<file path="src/rtl/bkv_pkg.sv">
package bkv_pkg;

   // reasons a launch is refused before any compare starts
   typedef struct packed {
      logic bad_enable;
      logic bad_index;
      logic seq_open;
      logic locked_out;
   } bkv_gate_t;

   typedef enum logic [1:0] {
      BKV_NONE   = 2'd0,
      BKV_REJECT = 2'd1,
      BKV_PASS   = 2'd2,
      BKV_FAIL   = 2'd3
   } bkv_result_e;

   function automatic logic bkv_any_block(input bkv_gate_t g);
      return g.bad_enable | g.bad_index | g.seq_open | g.locked_out;
   endfunction

endpackage

</file>
<file path="src/rtl/bkv_precheck.sv">
module bkv_precheck
   import bkv_pkg::*;
#(
   parameter int          EN_W     = 2,
   parameter int          IDX_W    = 3,
   parameter logic [EN_W-1:0]  EN_CODE  = 2'b10,
   parameter logic [IDX_W-1:0] IDX_CODE = 3'b100
) (
   input  logic [EN_W-1:0]  key_en_i,
   input  logic [IDX_W-1:0] cmd_idx_i,
   input  logic             seq_active_i,
   input  logic             locked_i,
   output bkv_gate_t        gate_o,
   output logic             reject_o
);

   initial begin
      assert (EN_W >= 1) else $error("bkv_precheck: EN_W must be at least 1");
      assert (IDX_W >= 1) else $error("bkv_precheck: IDX_W must be at least 1");
   end

   always_comb begin
      gate_o.bad_enable = (key_en_i != EN_CODE);
      gate_o.bad_index  = (cmd_idx_i != IDX_CODE);
      gate_o.seq_open   = seq_active_i;
      gate_o.locked_out = locked_i;
   end

   assign reject_o = bkv_any_block(gate_o);

endmodule

</file>
<file path="src/rtl/bkv_word_cmp.sv">
module bkv_word_cmp #(
   parameter int WORD_W    = 16,
   parameter int KEY_WORDS = 4,
   parameter bit SNAP_REF  = 1'b1,
   localparam int FLAT_W   = WORD_W * KEY_WORDS,
   localparam int CNT_W    = (KEY_WORDS > 1) ? $clog2(KEY_WORDS) : 1
) (
   input  logic              clk,
   input  logic              rst_n,
   input  logic              start_i,
   input  logic [FLAT_W-1:0] key_i,
   input  logic [FLAT_W-1:0] ref_i,
   output logic              busy_o,
   output logic              fin_o,
   output logic              pass_o
);

   localparam logic [CNT_W-1:0] LAST = CNT_W'(KEY_WORDS - 1);

   initial begin
      assert (WORD_W >= 1) else $error("bkv_word_cmp: WORD_W must be at least 1");
      assert (KEY_WORDS >= 1) else $error("bkv_word_cmp: KEY_WORDS must be at least 1");
   end

   logic [KEY_WORDS-1:0][WORD_W-1:0] key_q;
   logic [KEY_WORDS-1:0][WORD_W-1:0] ref_w;
   logic [KEY_WORDS-1:0]             word_neq;
   logic [CNT_W-1:0]                 cnt_q;
   logic                             busy_q;
   logic                             miss_q;
   logic                             miss_now;

   // key words are always captured at launch
   for (genvar w = 0; w < KEY_WORDS; w++) begin : g_key
      always_ff @(posedge clk or negedge rst_n) begin
         if (!rst_n)       key_q[w] <= '0;
         else if (start_i) key_q[w] <= key_i[w*WORD_W +: WORD_W];
      end
   end

   // stored words: snapshot at launch, or read live from the port
   if (SNAP_REF) begin : g_ref_snap
      logic [KEY_WORDS-1:0][WORD_W-1:0] ref_q;
      for (genvar w = 0; w < KEY_WORDS; w++) begin : g_word
         always_ff @(posedge clk or negedge rst_n) begin
            if (!rst_n)       ref_q[w] <= '0;
            else if (start_i) ref_q[w] <= ref_i[w*WORD_W +: WORD_W];
         end
         assign ref_w[w] = ref_q[w];
      end
   end else begin : g_ref_live
      for (genvar w = 0; w < KEY_WORDS; w++) begin : g_word
         assign ref_w[w] = ref_i[w*WORD_W +: WORD_W];
      end
   end

   for (genvar w = 0; w < KEY_WORDS; w++) begin : g_neq
      assign word_neq[w] = |(key_q[w] ^ ref_w[w]);
   end

   // one word per cycle; every word is visited, so timing does not depend on data
   assign miss_now = miss_q | word_neq[cnt_q];
   assign fin_o    = busy_q && (cnt_q == LAST);
   assign pass_o   = fin_o && !miss_now;
   assign busy_o   = busy_q;

   always_ff @(posedge clk or negedge rst_n) begin
      if (!rst_n) begin
         busy_q <= 1'b0;
         cnt_q  <= '0;
         miss_q <= 1'b0;
      end else if (start_i) begin
         busy_q <= 1'b1;
         cnt_q  <= '0;
         miss_q <= 1'b0;
      end else if (busy_q) begin
         miss_q <= miss_now;
         if (cnt_q == LAST) begin
            busy_q <= 1'b0;
            cnt_q  <= '0;
         end else begin
            cnt_q <= cnt_q + CNT_W'(1);
         end
      end
   end

   AST_CMP_KEEPS_GOING: assert property (@(posedge clk) disable iff (!rst_n)
      (busy_q && cnt_q != LAST && !start_i) |=> busy_q);
   AST_CMP_STEPS_ONE: assert property (@(posedge clk) disable iff (!rst_n)
      (busy_q && cnt_q != LAST && !start_i) |=> (cnt_q == $past(cnt_q) + CNT_W'(1)));
   AST_CMP_ENDS: assert property (@(posedge clk) disable iff (!rst_n)
      (fin_o && !start_i) |=> !busy_q);

endmodule

</file>
<file path="src/rtl/bkv_status.sv">
module bkv_status (
   input  logic clk,
   input  logic rst_n,
   input  logic launch_i,
   input  logic err_clr_i,
   input  logic reject_i,
   input  logic cmp_fin_i,
   input  logic cmp_pass_i,
   output logic accept_o,
   output logic start_cmp_o,
   output logic done_o,
   output logic err_o,
   output logic unsec_o,
   output logic lock_o
);

   logic done_q, err_q, unsec_q, lock_q;
   logic set_err, fail_now, pass_now;

   assign accept_o    = launch_i && done_q && !err_q;
   assign start_cmp_o = accept_o && !reject_i;
   assign fail_now    = cmp_fin_i && !cmp_pass_i;
   assign pass_now    = cmp_fin_i && cmp_pass_i;
   assign set_err     = (accept_o && reject_i) || fail_now;

   always_ff @(posedge clk or negedge rst_n) begin
      if (!rst_n) begin
         done_q  <= 1'b1;
         err_q   <= 1'b0;
         unsec_q <= 1'b0;
         lock_q  <= 1'b0;
      end else begin
         if (start_cmp_o)    done_q <= 1'b0;
         else if (cmp_fin_i) done_q <= 1'b1;

         if (set_err)        err_q <= 1'b1;
         else if (err_clr_i) err_q <= 1'b0;

         if (pass_now) unsec_q <= 1'b1;
         if (fail_now) lock_q  <= 1'b1;
      end
   end

   assign done_o  = done_q;
   assign err_o   = err_q;
   assign unsec_o = unsec_q;
   assign lock_o  = lock_q;

   AST_START_DROPS_DONE: assert property (@(posedge clk) disable iff (!rst_n)
      start_cmp_o |=> !done_q);
   AST_IGNORED_WHEN_ERR: assert property (@(posedge clk) disable iff (!rst_n)
      (launch_i && err_q && !err_clr_i) |=> (err_q && done_q == $past(done_q)));
   AST_PASS_RELEASES: assert property (@(posedge clk) disable iff (!rst_n)
      pass_now |=> (unsec_q && done_q && !err_q));
   AST_FAIL_FLAGS: assert property (@(posedge clk) disable iff (!rst_n)
      fail_now |=> (err_q && lock_q && done_q));
   AST_LOCK_STICKY: assert property (@(posedge clk) disable iff (!rst_n)
      lock_q |=> lock_q);
   AST_ERR_CLEARS: assert property (@(posedge clk) disable iff (!rst_n)
      (err_q && err_clr_i) |=> !err_q);
   AST_UNSEC_STICKY: assert property (@(posedge clk) disable iff (!rst_n)
      unsec_q |=> unsec_q);

endmodule

</file>
<file path="src/rtl/bkey_verify.sv">
module bkey_verify
   import bkv_pkg::*;
#(
   parameter int WORD_W    = 16,
   parameter int KEY_WORDS = 4,
   parameter int EN_W      = 2,
   parameter int IDX_W     = 3,
   parameter logic [EN_W-1:0]  EN_CODE  = 2'b10,
   parameter logic [IDX_W-1:0] IDX_CODE = 3'b100,
   parameter bit SNAP_REF  = 1'b1,
   localparam int FLAT_W   = WORD_W * KEY_WORDS
) (
   input  logic              clk,
   input  logic              rst_n,
   input  logic              launch_i,
   input  logic              err_clr_i,
   input  logic [EN_W-1:0]   key_en_i,
   input  logic [IDX_W-1:0]  cmd_idx_i,
   input  logic              seq_active_i,
   input  logic [FLAT_W-1:0] key_words_i,
   input  logic [FLAT_W-1:0] ref_words_i,
   output logic              cmd_done_o,
   output logic              acc_err_o,
   output logic              unsecured_o
);

   initial begin
      assert (KEY_WORDS <= 64) else $error("bkey_verify: KEY_WORDS too large");
   end

   bkv_gate_t gate;
   logic      reject, accept, start_cmp, locked;
   logic      cmp_busy, cmp_fin, cmp_pass;

   bkv_precheck #(
      .EN_W(EN_W), .IDX_W(IDX_W), .EN_CODE(EN_CODE), .IDX_CODE(IDX_CODE)
   ) u_pre (
      .key_en_i    (key_en_i),
      .cmd_idx_i   (cmd_idx_i),
      .seq_active_i(seq_active_i),
      .locked_i    (locked),
      .gate_o      (gate),
      .reject_o    (reject)
   );

   bkv_word_cmp #(
      .WORD_W(WORD_W), .KEY_WORDS(KEY_WORDS), .SNAP_REF(SNAP_REF)
   ) u_cmp (
      .clk    (clk),
      .rst_n  (rst_n),
      .start_i(start_cmp),
      .key_i  (key_words_i),
      .ref_i  (ref_words_i),
      .busy_o (cmp_busy),
      .fin_o  (cmp_fin),
      .pass_o (cmp_pass)
   );

   bkv_status u_stat (
      .clk        (clk),
      .rst_n      (rst_n),
      .launch_i   (launch_i),
      .err_clr_i  (err_clr_i),
      .reject_i   (reject),
      .cmp_fin_i  (cmp_fin),
      .cmp_pass_i (cmp_pass),
      .accept_o   (accept),
      .start_cmp_o(start_cmp),
      .done_o     (cmd_done_o),
      .err_o      (acc_err_o),
      .unsec_o    (unsecured_o),
      .lock_o     (locked)
   );

   AST_BAD_ENABLE_ERR: assert property (@(posedge clk) disable iff (!rst_n)
      (accept && key_en_i != EN_CODE) |=> (acc_err_o && cmd_done_o));
   AST_BAD_INDEX_ERR: assert property (@(posedge clk) disable iff (!rst_n)
      (accept && cmd_idx_i != IDX_CODE) |=> (acc_err_o && cmd_done_o));
   AST_SEQ_OPEN_ERR: assert property (@(posedge clk) disable iff (!rst_n)
      (accept && seq_active_i) |=> (acc_err_o && cmd_done_o));
   AST_LOCKED_REJECT: assert property (@(posedge clk) disable iff (!rst_n)
      (accept && locked) |=> (acc_err_o && cmd_done_o && unsecured_o == $past(unsecured_o)));
   AST_BUSY_NOT_DONE: assert property (@(posedge clk) disable iff (!rst_n)
      cmp_busy |-> !cmd_done_o);

endmodule

</file>
<file path="config.mk">
export PLATFORM = sky130hd
export DESIGN_NAME = bkey_verify
export DESIGN_NICKNAME = d
export VERILOG_FILES = /design/src/rtl/bkv_pkg.sv /design/src/rtl/bkv_precheck.sv /design/src/rtl/bkv_word_cmp.sv /design/src/rtl/bkv_status.sv /design/src/rtl/bkey_verify.sv
export SDC_FILE = /design/constraint.sdc
export NUM_CORES = 1
export LEC_CHECK = 0
export BUFFER_PORTS_ARGS = -buffer_cell sky130_fd_sc_hd__buf_4
export CAP_MARGIN = 20
export CORE_MARGIN = 4
export CORE_UTILIZATION = 53
export DETAILED_ROUTE_END_ITERATION = 10
export PLACE_DENSITY = 0.88
export SYNTH_ARGS = -nofsm -noshare
export SYNTH_HDL_FRONTEND = slang
export SYNTH_HIERARCHICAL = 1
export SYNTH_SLANG_ARGS = --single-unit
</file>
<file path="constraint.sdc">
create_clock -name clk -period 3.2 [get_ports clk]
set_clock_uncertainty 0.15 [all_clocks]
set_input_delay 0.16 -clock clk [delete_from_list [all_inputs] [get_ports clk]]
set_output_delay 0.16 -clock clk [all_outputs]
set_load 0.005 [all_outputs]
</file>
Word-level counts from Yosys, hierarchy flattened
Index checks and enable logic that the tools add are counted.
{"block": "totals", "in_bits": 138, "output_inout_bits": 3, "wordCells": 62, "reg_bits": 136}
{"block": "op_classes", "eq_ne": 3, "n_lt_le_gt_ge": 1, "n_addsub": 1, "mux": 14, "n_reduce_logical": 20, "bitwise": 8}
{"cell": "$reduce_or 16->1", "n": 4}
{"cell": "$xor 16x16->16", "n": 4}
{"cell": "$mux 1", "n": 10}
{"cell": "$logic_and 1x1->1", "n": 8}
{"cell": "$mux 2", "n": 3}
{"cell": "$reduce_bool 2->1", "n": 3}
{"cell": "$logic_not 1->1", "n": 4}
{"cell": "$or 1x1->1", "n": 4}
{"cell": "$lt 2x3->1 const B", "n": 1}
{"cell": "$ne 3x3->1 const B", "n": 1}
{"cell": "$add 2x1->2 const B", "n": 1}
{"cell": "$bmux 1 s2", "n": 1}
{"cell": "$eq 2x2->1 const B", "n": 1}
{"cell": "$ne 2x2->1 const B", "n": 1}
{"cell": "$logic_or 1x1->1", "n": 1}

Depth between registers and ports, before layout
Gate-level depths: netlist (run 1).
{"block": "depth", "depth_word": 11, "mapped_depth": 8, "mapped_depth_nobuf": 8}

By module
Netlist (run 1), hierarchy kept.
{"module": "bkv_word_cmp", "cells_per_inst": 379, "seq_area_each_um2": 3303.2, "area_per_inst_um2": 5637.9, "instances": 1}
{"module": "bkv_status", "cells_per_inst": 13, "seq_area_each_um2": 101.3, "area_per_inst_um2": 167.7, "instances": 1}
{"module": "bkv_precheck", "cells_per_inst": 5, "seq_area_each_um2": 0.0, "area_per_inst_um2": 37.5, "instances": 1}

Worst setup path after synthesis (run 1)
OpenSTA, ideal clock, no wires.
{"block": "synth_timing", "path_type": "in2reg", "startpoint": "in cmd_idx_i[1]", "endpoint": "reg u_cmp/g_ref_snap.ref_q[0] (netlist name)", "setup_ps": 125, "n_path_buf": 3, "t_arrival_ps": 2140, "stages": 7, "slack_ps": 785, "required_time_ps": 2925, "path_cell_list": "or3b_1 or4_1 nor3_1 clkbuf_1 clkbuf_1 buf_2 mux2_2"}
{"block": "synth_via", "elab_chain_cells": 6}
{"item": "start, declared", "line": "bkey_verify.sv:18", "rtl": "input logic [IDX_W-1:0] cmd_idx_i,"}
{"item": "$ne 3x3->1", "line": "bkv_precheck.sv:24", "rtl": "gate_o.bad_index = (cmd_idx_i != IDX_CODE);"}
{"item": "$or 1x1->1 (3 in series)", "line": "bkv_pkg.sv:19", "rtl": "return g.bad_enable | g.bad_index | g.seq_open | g.locked_out;"}
{"item": "net reject", "line": "bkey_verify.sv:32", "rtl": "logic reject, accept, start_cmp, locked;"}
{"item": "$logic_not 1->1", "line": "bkv_status.sv:21", "rtl": "assign start_cmp_o = accept_o && !reject_i;"}
{"item": "$logic_and 1x1->1", "line": "bkv_status.sv:21"}
{"item": "net start_cmp", "line": "bkey_verify.sv:32"}
{"item": "end signal, assigned by index", "line": "bkv_word_cmp.sv:47", "rtl": "else if (start_i) ref_q[w] <= ref_i[w*WORD_W +: WORD_W];"}
{"item": "end, declared", "line": "bkv_word_cmp.sv:43", "rtl": "logic [KEY_WORDS-1:0][WORD_W-1:0] ref_q;"}
The timed path passes the listed nets, and every way through them passes these cells.
A chain may end at the register's enable or synchronous reset.

Worst setup path in the final report (run 1)
{"block": "layout_timing", "startpoint": "reg u_cmp/g_ref_snap.ref_q[17] (netlist name)", "endpoint": "reg u_stat.err_q (netlist: u_stat/err_o)"}
{"block": "layout_via", "elab_chain_cells": 11, "word_cells_on_any_way": 12, "classes_between": "mux: 3; bitwise: 2; reduce/logical: 7"}
{"item": "$xor 16x16->16 (*)", "line": "bkv_word_cmp.sv:58", "rtl": "assign word_neq[w] = |(key_q[w] ^ ref_w[w]);"}
{"item": "$reduce_or 16->1 (*)", "line": "bkv_word_cmp.sv:58"}
{"item": "$bmux 1 s2 (*)", "line": "bkv_word_cmp.sv:62", "rtl": "assign miss_now = miss_q | word_neq[cnt_q];"}
{"item": "$mux 1 (implied by the code) (*)", "line": "bkv_word_cmp.sv:62"}
{"item": "$or 1x1->1 (*)", "line": "bkv_word_cmp.sv:62"}
{"item": "$logic_not 1->1 (*)", "line": "bkv_word_cmp.sv:64", "rtl": "assign pass_o = fin_o && !miss_now;"}
{"item": "$logic_and 1x1->1 (*)", "line": "bkv_word_cmp.sv:64"}
{"item": "net cmp_pass", "line": "bkey_verify.sv:33", "rtl": "logic cmp_busy, cmp_fin, cmp_pass;"}
{"item": "$logic_not 1->1 (*)", "line": "bkv_status.sv:22", "rtl": "assign fail_now = cmp_fin_i && !cmp_pass_i;"}
{"item": "$logic_and 1x1->1 (*)", "line": "bkv_status.sv:22"}
{"item": "$logic_or 1x1->1 (*)", "line": "bkv_status.sv:24", "rtl": "assign set_err = (accept_o && reject_i) || fail_now;"}
{"item": "$mux 1 / $reduce_bool 2->1 (equally long branches)"}
{"item": "end signal, assigned", "line": "bkv_status.sv:29", "rtl": "err_q <= 1'b0;"}
{"item": "end signal, assigned", "line": "bkv_status.sv:36", "rtl": "if (set_err) err_q <= 1'b1;"}
{"item": "end signal, assigned", "line": "bkv_status.sv:37", "rtl": "else if (err_clr_i) err_q <= 1'b0;"}
{"item": "end, declared", "line": "bkv_status.sv:17", "rtl": "logic done_q, err_q, unsec_q, lock_q;"}
Mark *: on every way through the listed nets, which the timed path passes. The rest lies on a longest branch. The select of a mux whose other input is x is not followed.

==> metrics.cfg, run 1 <==
[critical_path]
critical_path_depth_in_cells=9
reg2reg_from=u_cmp/g_ref_snap.ref_q[17]
worst_setup_path_startpoint=u_cmp/g_ref_snap.ref_q[17]
crit_path_cell_trace=xnor2_2 > nand4_1 > nor4_2 > and3_4 > nor3_1 > a2111oi_2 > inv_1 > a221o_1 > dlygate4sd3_1
cp.arrival_ps=3300
slowest_stage=sky130_fd_sc_hd__dlygate4sd3_1
rr_worst_depth=9
path_buf_inv=2
worst_setup_path_start_kind=register
crit_end=u_stat/err_o
worst_path_dominant_cell_family=simple AND/OR/NAND/NOR gates
worstSetupPathType=reg -> reg
setup.reg_to_reg.worst_slack_ps=140
critical_path_required_ps=3440
crit_path_max_incr_delay_ps=560
setup.worst_path.end_class=register
r2r-end=u_stat/err_o
highest_fanout_seen_on_the_critical_path=2

[floorplanning]
die_height_microns=113
core.rowCount=38
core_area_sq_um=10800
initial_utilization=0.540
design.die.area_sq_um=12700
io_pins=141
fp.dieW_microns=113

[clock_tree]
level_count_of_the_clock_h_tree=4
insertion_delay_ps=510
cts_num_sinks=136
cts_tree=built
clk_root_buffer_cell=sky130_fd_sc_hd__clkbuf_8
clockBufferDepth=2
post_cts.repair.setup_buffers=0
tritoncts.num_buffers=17
clkSlewWorstSetupHoldPaths_ps=60

[power_and_ir_drop]
power_frac_seq=0.434
power_report.internal_total_mw=3.17
p_sw_frac=0.201
switching_power_uw=798
power.static_leakage_nw=4.63
clock_power_share=0.485
peakVddDrop_mv=0.332
ratio_of_total_power_to_cell_area_nw_per_um2=439
power.share.combinational=0.080
design_power_total_mw=3.97

[finish]
final_cells=829
filler_cell_count=546
reg.largest.list=u_cmp/g_ref_snap.ref_q: 64 flops, u_cmp/key_q: 64 flops, u_cmp/cnt_q: 2 flops
drive_gt1_frac=0.461
layout.cell_area.non_filler_sq_um=9030
area_growth_syn_to_layout_pct=55.0
multi_input_comb_area_sq_um=2400
finalCoreUtilization=0.837
design.final.nets=815
register_area_sq_um=3400

[worst_hold_path]
min_path_type=in -> async

[timing]
max_freq_mhz=327
timing.setup.tns_ps=0
timing.final.ws_setup_ps=141
timing_max_transition_violations_final=0
worst-slew-pin-transition_ps=614
whs_ps=47.1
final_period_minus_worst_setup_slack_ps=3060
worst_slew_margin_rel=0.591
portion_of_the_clock_cycle_consumed_by_the_worst_path_in_the_final_layout=0.956
timing.final.setup_violations=0
finalHoldViolations=0

[routing]
route.detailed.wl_per_inst_microns=19.5
detailroute.via_count=4289
drt_iter0_markers=187
drt_total_wl_mm=16.2
antenna_left=0
detail_route.first_pass.iterations=4
vias_per_cell=5.17
drc=0

[job]
maxCapViolCount=0

[placed_design]
numPlacedInstances=664
place.port_buffers=140
place_area_sq_um=7060
place_worst_setup_slack_ps=457
place.gp.congestion=0.802
place_hpwl_mm=8.54

[grt]
via_count_of_the_first_global_routing_pass=4973
gr-total-overflow=0
total_global_route_track_usage=0.264
antenna_found_initial=1
grt_pass1_wl_mm=25.9
grt_max_degree=71

[yosys]
post_synth.cell_area_avg_sq_um=14.8
mappedNetlistArea_sq_um=5830
syn-num-nets=534
synth-warning-count=6
post_synth_inst_count=395

[outcome]
status=completed

## what timing repair did
action	4_1_cts	5_1_grt
resized for setup	0	7
endpoints found under the setup margin	0	1
hold buffers	133	0
hold endpoints to repair	197	0
## worst min-delay path by stage
stage                     cells after the start  slack (ps)               to         start
after global placement                        1          30  u_cmp/key_q[24]         rst_n
after floorplan                               0        -290     u_cmp/busy_o         rst_n
after global routing                          5          60     u_cmp/busy_o  seq_active_i
final                                         2          50  u_cmp/key_q[24]         rst_n
after CTS                                     5           2     u_cmp/busy_o  seq_active_i
after detailed placement                      1          40  u_cmp/key_q[24]         rst_n
## worst register-to-register path, stage by stage (launching register included)
cell	delay, ps
sky130_fd_sc_hd__dfrtp_1	420
sky130_fd_sc_hd__xnor2_2	190
sky130_fd_sc_hd__nand4_1	150
sky130_fd_sc_hd__nor4_2	330
sky130_fd_sc_hd__and3_4	240
sky130_fd_sc_hd__nor3_1	60
sky130_fd_sc_hd__a2111oi_2	390
sky130_fd_sc_hd__inv_1	110
sky130_fd_sc_hd__a221o_1	360
sky130_fd_sc_hd__dlygate4sd3_1	560
## layer usage
metal  track usage  routed length, microns
met1         0.288                    5910
met2         0.496                    9100
met3        0.0572                     699
met4         0.107                     452
met5             0                       0
## power groups by stage
| stage | sequential, mW | clock (mW) | combinational (mW) |
|---|---|---|---|
| detailed placement | 1.76 | 0 | 0.178 |
| finish | 1.73 | 1.93 | 0.319 |
| global route | 1.72 | 2.03 | 0.342 |
| global placement | 1.76 | 0 | 0.174 |
| CTS | 1.72 | 1.94 | 0.310 |
| floorplan | 1.76 | 0 | 0.00675 |
## placed cells by master, fill, tap and decap left out, types with 2 or more instances in the layout
cell type                       instances
sky130_fd_sc_hd__a21o_1                 2
sky130_fd_sc_hd__buf_12                 3
sky130_fd_sc_hd__buf_4                140
sky130_fd_sc_hd__bufinv_16              2
sky130_fd_sc_hd__clkbuf_1               2
sky130_fd_sc_hd__clkbuf_16             16
sky130_fd_sc_hd__clkbuf_8               7
sky130_fd_sc_hd__clkinvlp_4             3
sky130_fd_sc_hd__dfrtp_1              135
sky130_fd_sc_hd__dlygate4sd3_1        133
sky130_fd_sc_hd__inv_1                  3
sky130_fd_sc_hd__mux2_2               129
sky130_fd_sc_hd__nand2_1                3
sky130_fd_sc_hd__nand2b_1               3
sky130_fd_sc_hd__nand3_1                2
sky130_fd_sc_hd__nand4_1                8
sky130_fd_sc_hd__nor2_1                 2
sky130_fd_sc_hd__nor3_1                 3
sky130_fd_sc_hd__nor3_2                 3
sky130_fd_sc_hd__nor4_1                 6
sky130_fd_sc_hd__nor4_2                 3
sky130_fd_sc_hd__xnor2_1               29
sky130_fd_sc_hd__xnor2_2                3
sky130_fd_sc_hd__xor2_1                32
## final cells by class
type	count	area share
antenna	1	0.000277
clock buffer	25	0.0558
clock inverter	6	0.00969
inverter	3	0.00125
multi-input combinational	241	0.265
sequential	136	0.377
tap	140	0.0194
timing repair buffer	277	0.272
Power figures use the tool's default switching activity.
==> run 2: changes to the inputs <==
--- a/config.mk
+++ b/config.mk
@@ -5,12 +5,13 @@
 export SDC_FILE = /design/constraint.sdc
 export NUM_CORES = 1
 export LEC_CHECK = 0
+export ABC_AREA = 1
 export BUFFER_PORTS_ARGS = -buffer_cell sky130_fd_sc_hd__buf_4
 export CAP_MARGIN = 20
 export CORE_MARGIN = 4
-export CORE_UTILIZATION = 53
+export CORE_UTILIZATION = 54
 export DETAILED_ROUTE_END_ITERATION = 10
-export PLACE_DENSITY = 0.88
+export PLACE_DENSITY = 0.89
 export SYNTH_ARGS = -nofsm -noshare
 export SYNTH_HDL_FRONTEND = slang
 export SYNTH_HIERARCHICAL = 1
==> run 2 against run 1 <==
Net effect: count of clock-buffer cells in the layout is 2 lower; fmax is 26% higher; die area is 4.9% higher; non-clock buffer count is 3 lower; sequential share of layout area is 0.96 points lower; sequential power is 2% higher; worst setup slack better by 630 ps; register-to-register slack better by 630 ps; synthesized area is 7.3% higher; clock power hardly changed; final cell count is 49% higher.
==> metrics.cfg, run 2 <==
[grt]
gr-total-overflow=0  ; unchanged
total_global_route_track_usage=0.302  ; +0.0380
grt_max_degree=119  ; +68%
grt_pass1_wl_mm=30.7  ; +19%
via_count_of_the_first_global_routing_pass=6553  ; +32%
antenna_found_initial=0  ; -1

[routing]
detailroute.wirelength.met3_mm=1.11  ; +59%
detailroute.via_count=6295  ; +47%
vias_per_cell=5.08  ; -1.7%
top_routing_layer_used=met4
met2_length_mm=10.3  ; +13%
detail_route.first_pass.iterations=5  ; +1
drt_total_wl_mm=19.4  ; +20%
drc=0  ; unchanged
antenna_left=0  ; unchanged
wl_met1_mm=6.99  ; +18%
route.detailed.wl_per_inst_microns=15.7  ; -20%
drt_iter0_markers=605  ; +220%

[finish]
reg.largest.list=u_cmp/g_ref_snap.ref_q: 64 flops, u_cmp/key_q: 64 flops, u_cmp/cnt_q: 2 flops
layout.cell_area.non_filler_sq_um=9270  ; +2.6%
drive_gt1_frac=0.162  ; -0.299
most_used_cells_in_the_layout_excluding_fill_and_tap_cells=sky130_fd_sc_hd__nand2_1, sky130_fd_sc_hd__buf_4, sky130_fd_sc_hd__dfrtp_1
layout.cells.most_common=sky130_fd_sc_hd__nand2_1
design.final.nets=1221  ; +50%
area_growth_syn_to_layout_pct=48.3
n_diodes=0  ; -1

[placed_design]
place.port_buffers=140  ; unchanged
place_hpwl_mm=9.57  ; +12%
place.gp.congestion=0.793  ; -1.1%
place_area_sq_um=7390  ; +4.6%

[timing]
timing.setup.tns_ps=0  ; unchanged
final_period_minus_worst_setup_slack_ps=2430  ; -628 ps
max_freq_mhz=411  ; +26%
worst_slew_margin_rel=0.556  ; -0.0350
grt_setup_unrepaired=false
finalHoldViolations=0  ; unchanged
worst-slew-pin-transition_ps=666  ; +52.5 ps
timing.final.setup_violations=0  ; unchanged
portion_of_the_clock_cycle_consumed_by_the_worst_path_in_the_final_layout=0.759  ; -0.196
timing_max_transition_violations_final=0  ; unchanged

[critical_path]
critical_path_required_ps=3350  ; -90 ps
setup.reg_to_reg.worst_slack_ps=770  ; +630 ps
crit_path_max_incr_delay_ps=560  ; about the same
reg2reg_from=u_cmp/cnt_q[0]
rr_worst_depth=13  ; +4
slowest_stage=sky130_fd_sc_hd__dlygate4sd3_1
critPathMostFrequentCell=sky130_fd_sc_hd__nand2_1
r2r-end=u_stat/err_o
crit_path_cell_trace=inv_1 > nand2_1 > nor2_1 > nand2_1 > nor2_1 > nand3_1 > nand3_1 > nand2_1 > nor2_1 > inv_1 > nand2_1 > nand3_1 > dlygate4sd3_1
setup.worst_path.end_class=register
worstSetupPathType=reg -> reg
highest_fanout_seen_on_the_critical_path=5  ; +3
cp.arrival_ps=2580  ; -720 ps
worst_setup_path_start_kind=register

[clock_tree]
post_cts.repair.setup_buffers=0  ; unchanged
insertion_delay_ps=420  ; -90 ps
level_count_of_the_clock_h_tree=4  ; unchanged
cts_resized=0  ; unchanged
cts_tree=built
clk_root_buffer_cell=sky130_fd_sc_hd__clkbuf_16
clkSlewWorstSetupHoldPaths_ps=50  ; about the same
tritoncts.num_buffers=17  ; unchanged
cts_hold_buffers=131  ; -1.5%
cts_num_sinks=136  ; unchanged
clockBufferDepth=2  ; unchanged

[power_and_ir_drop]
power.static_leakage_nw=5.02  ; +8.5%
ratio_of_total_power_to_cell_area_nw_per_um2=443  ; +0.82%
design_power_total_mw=4.11  ; +3.4%
peakVddDrop_mv=0.539  ; +62%

[floorplanning]
design.die.area_sq_um=13400  ; +4.9%
io_pins=141  ; unchanged
initial_utilization=0.550  ; +0.00980
core.rowCount=39  ; +2.6%
core_area_sq_um=11400  ; +5.3%
fp.dieW_microns=116  ; +2.4%
die_height_microns=116  ; +2.4%

[job]
maxCapViolCount=0  ; unchanged

[worst_hold_path]
hold_critical_path_endpoint=u_stat/done_o
min_path_type=in -> reg
hold-path-cell-count=6
timing.hold.worst.start=key_en_i[1]

[yosys]
post_synth_inst_count=817  ; +110%
post_synth.cell_area_avg_sq_um=7.65  ; -48%
syn-num-nets=956  ; +79%
synth-warning-count=6  ; unchanged
mappedNetlistArea_sq_um=6250  ; +7.3%

[outcome]
status=completed

==> run 2: changes by cell type in the layout (fill, tap and decap cells not counted), moves of 5 or more <==
cell / previous run / this run
sky130_fd_sc_hd__nand2_1: 3 / 355
sky130_fd_sc_hd__mux2_2: 129 / 0
sky130_fd_sc_hd__inv_1: 3 / 115
sky130_fd_sc_hd__o21ai_0: 0 / 109
sky130_fd_sc_hd__nor2_1: 2 / 42
sky130_fd_sc_hd__xnor2_1: 29 / 0
sky130_fd_sc_hd__xor2_1: 32 / 10
sky130_fd_sc_hd__nand4_1: 8 / 2
sky130_fd_sc_hd__nor4_1: 6 / 0
sky130_fd_sc_hd__clkbuf_8: 7 / 2
sky130_fd_sc_hd__nand3_1: 2 / 7
==> run 2: worst max-delay path, delay by kind of cell (launching register included) <==
family                 cells  cell delay (ps)
buffers and inverters      3              770
flip-flops                 1              430
AND/OR/NAND/NOR           10              980
==> run 2: stage by stage <==
| stage | cells | hold WS, ps | setup WS (ps) | utilization |
|---|---|---|---|---|
| 3_3_place_gp | 1075 | 69.7 | 1230 | 0.650 |
| 5_1_grt | 1238 | 83.4 | 606 | 0.815 |
| 3_5_place_dp | 1075 | 70.5 | 1190 | 0.650 |
| 6_report | 1238 | 33.9 | 770 | 0.815 |
| 2_1_floorplan | 817 | -286 | 1540 | - |
| 4_1_cts | 1238 | 7.93 | 781 | 0.815 |
==> run 2: cell type report <==
| cell class | count | area (sq um) |
|---|---|---|
| clock buffer | 23 | 468 |
| clock inverter | 9 | 101 |
| fill | 637 | 2100 |
| inverter | 116 | 435 |
| multi-input combinational | 537 | 2260 |
| sequential | 136 | 3400 |
| tap | 143 | 179 |
| timing repair buffer | 274 | 2430 |
==> run 2: how the worst max path moves through the flow <==
stage | startpoint | endpoint | slack [ps] | cells after the start
2_1_floorplan | u_stat/lock_o | u_cmp/g_ref_snap.ref_q[0] | 1540 | 11
3_3_place_gp | u_stat/lock_o | u_cmp/cnt_q[0] | 1230 | 9
3_5_place_dp | u_stat/lock_o | u_cmp/cnt_q[0] | 1190 | 9
4_1_cts | u_cmp/cnt_q[0] | u_stat/err_o | 780 | 13
5_1_grt | u_cmp/key_q[22] | u_stat/err_o | 610 | 14
6_report | u_cmp/cnt_q[0] | u_stat/err_o | 770 | 13
==> run 2: metal layers <==
layer,global-route usage,vias up
met2,0.543,279
met5,0,-
met3,0.0710,81
met1,0.330,2943
li1,-,2992
met4,0.164,0
==> run 2: where the power goes <==
part	total (mW)	leakage (nW)	internal (mW)	switching [mW]
logic	0.429	3.39	0.256	0.173
registers	1.77	1.35	1.75	0.0223
clock network	1.91	0.281	1.18	0.727
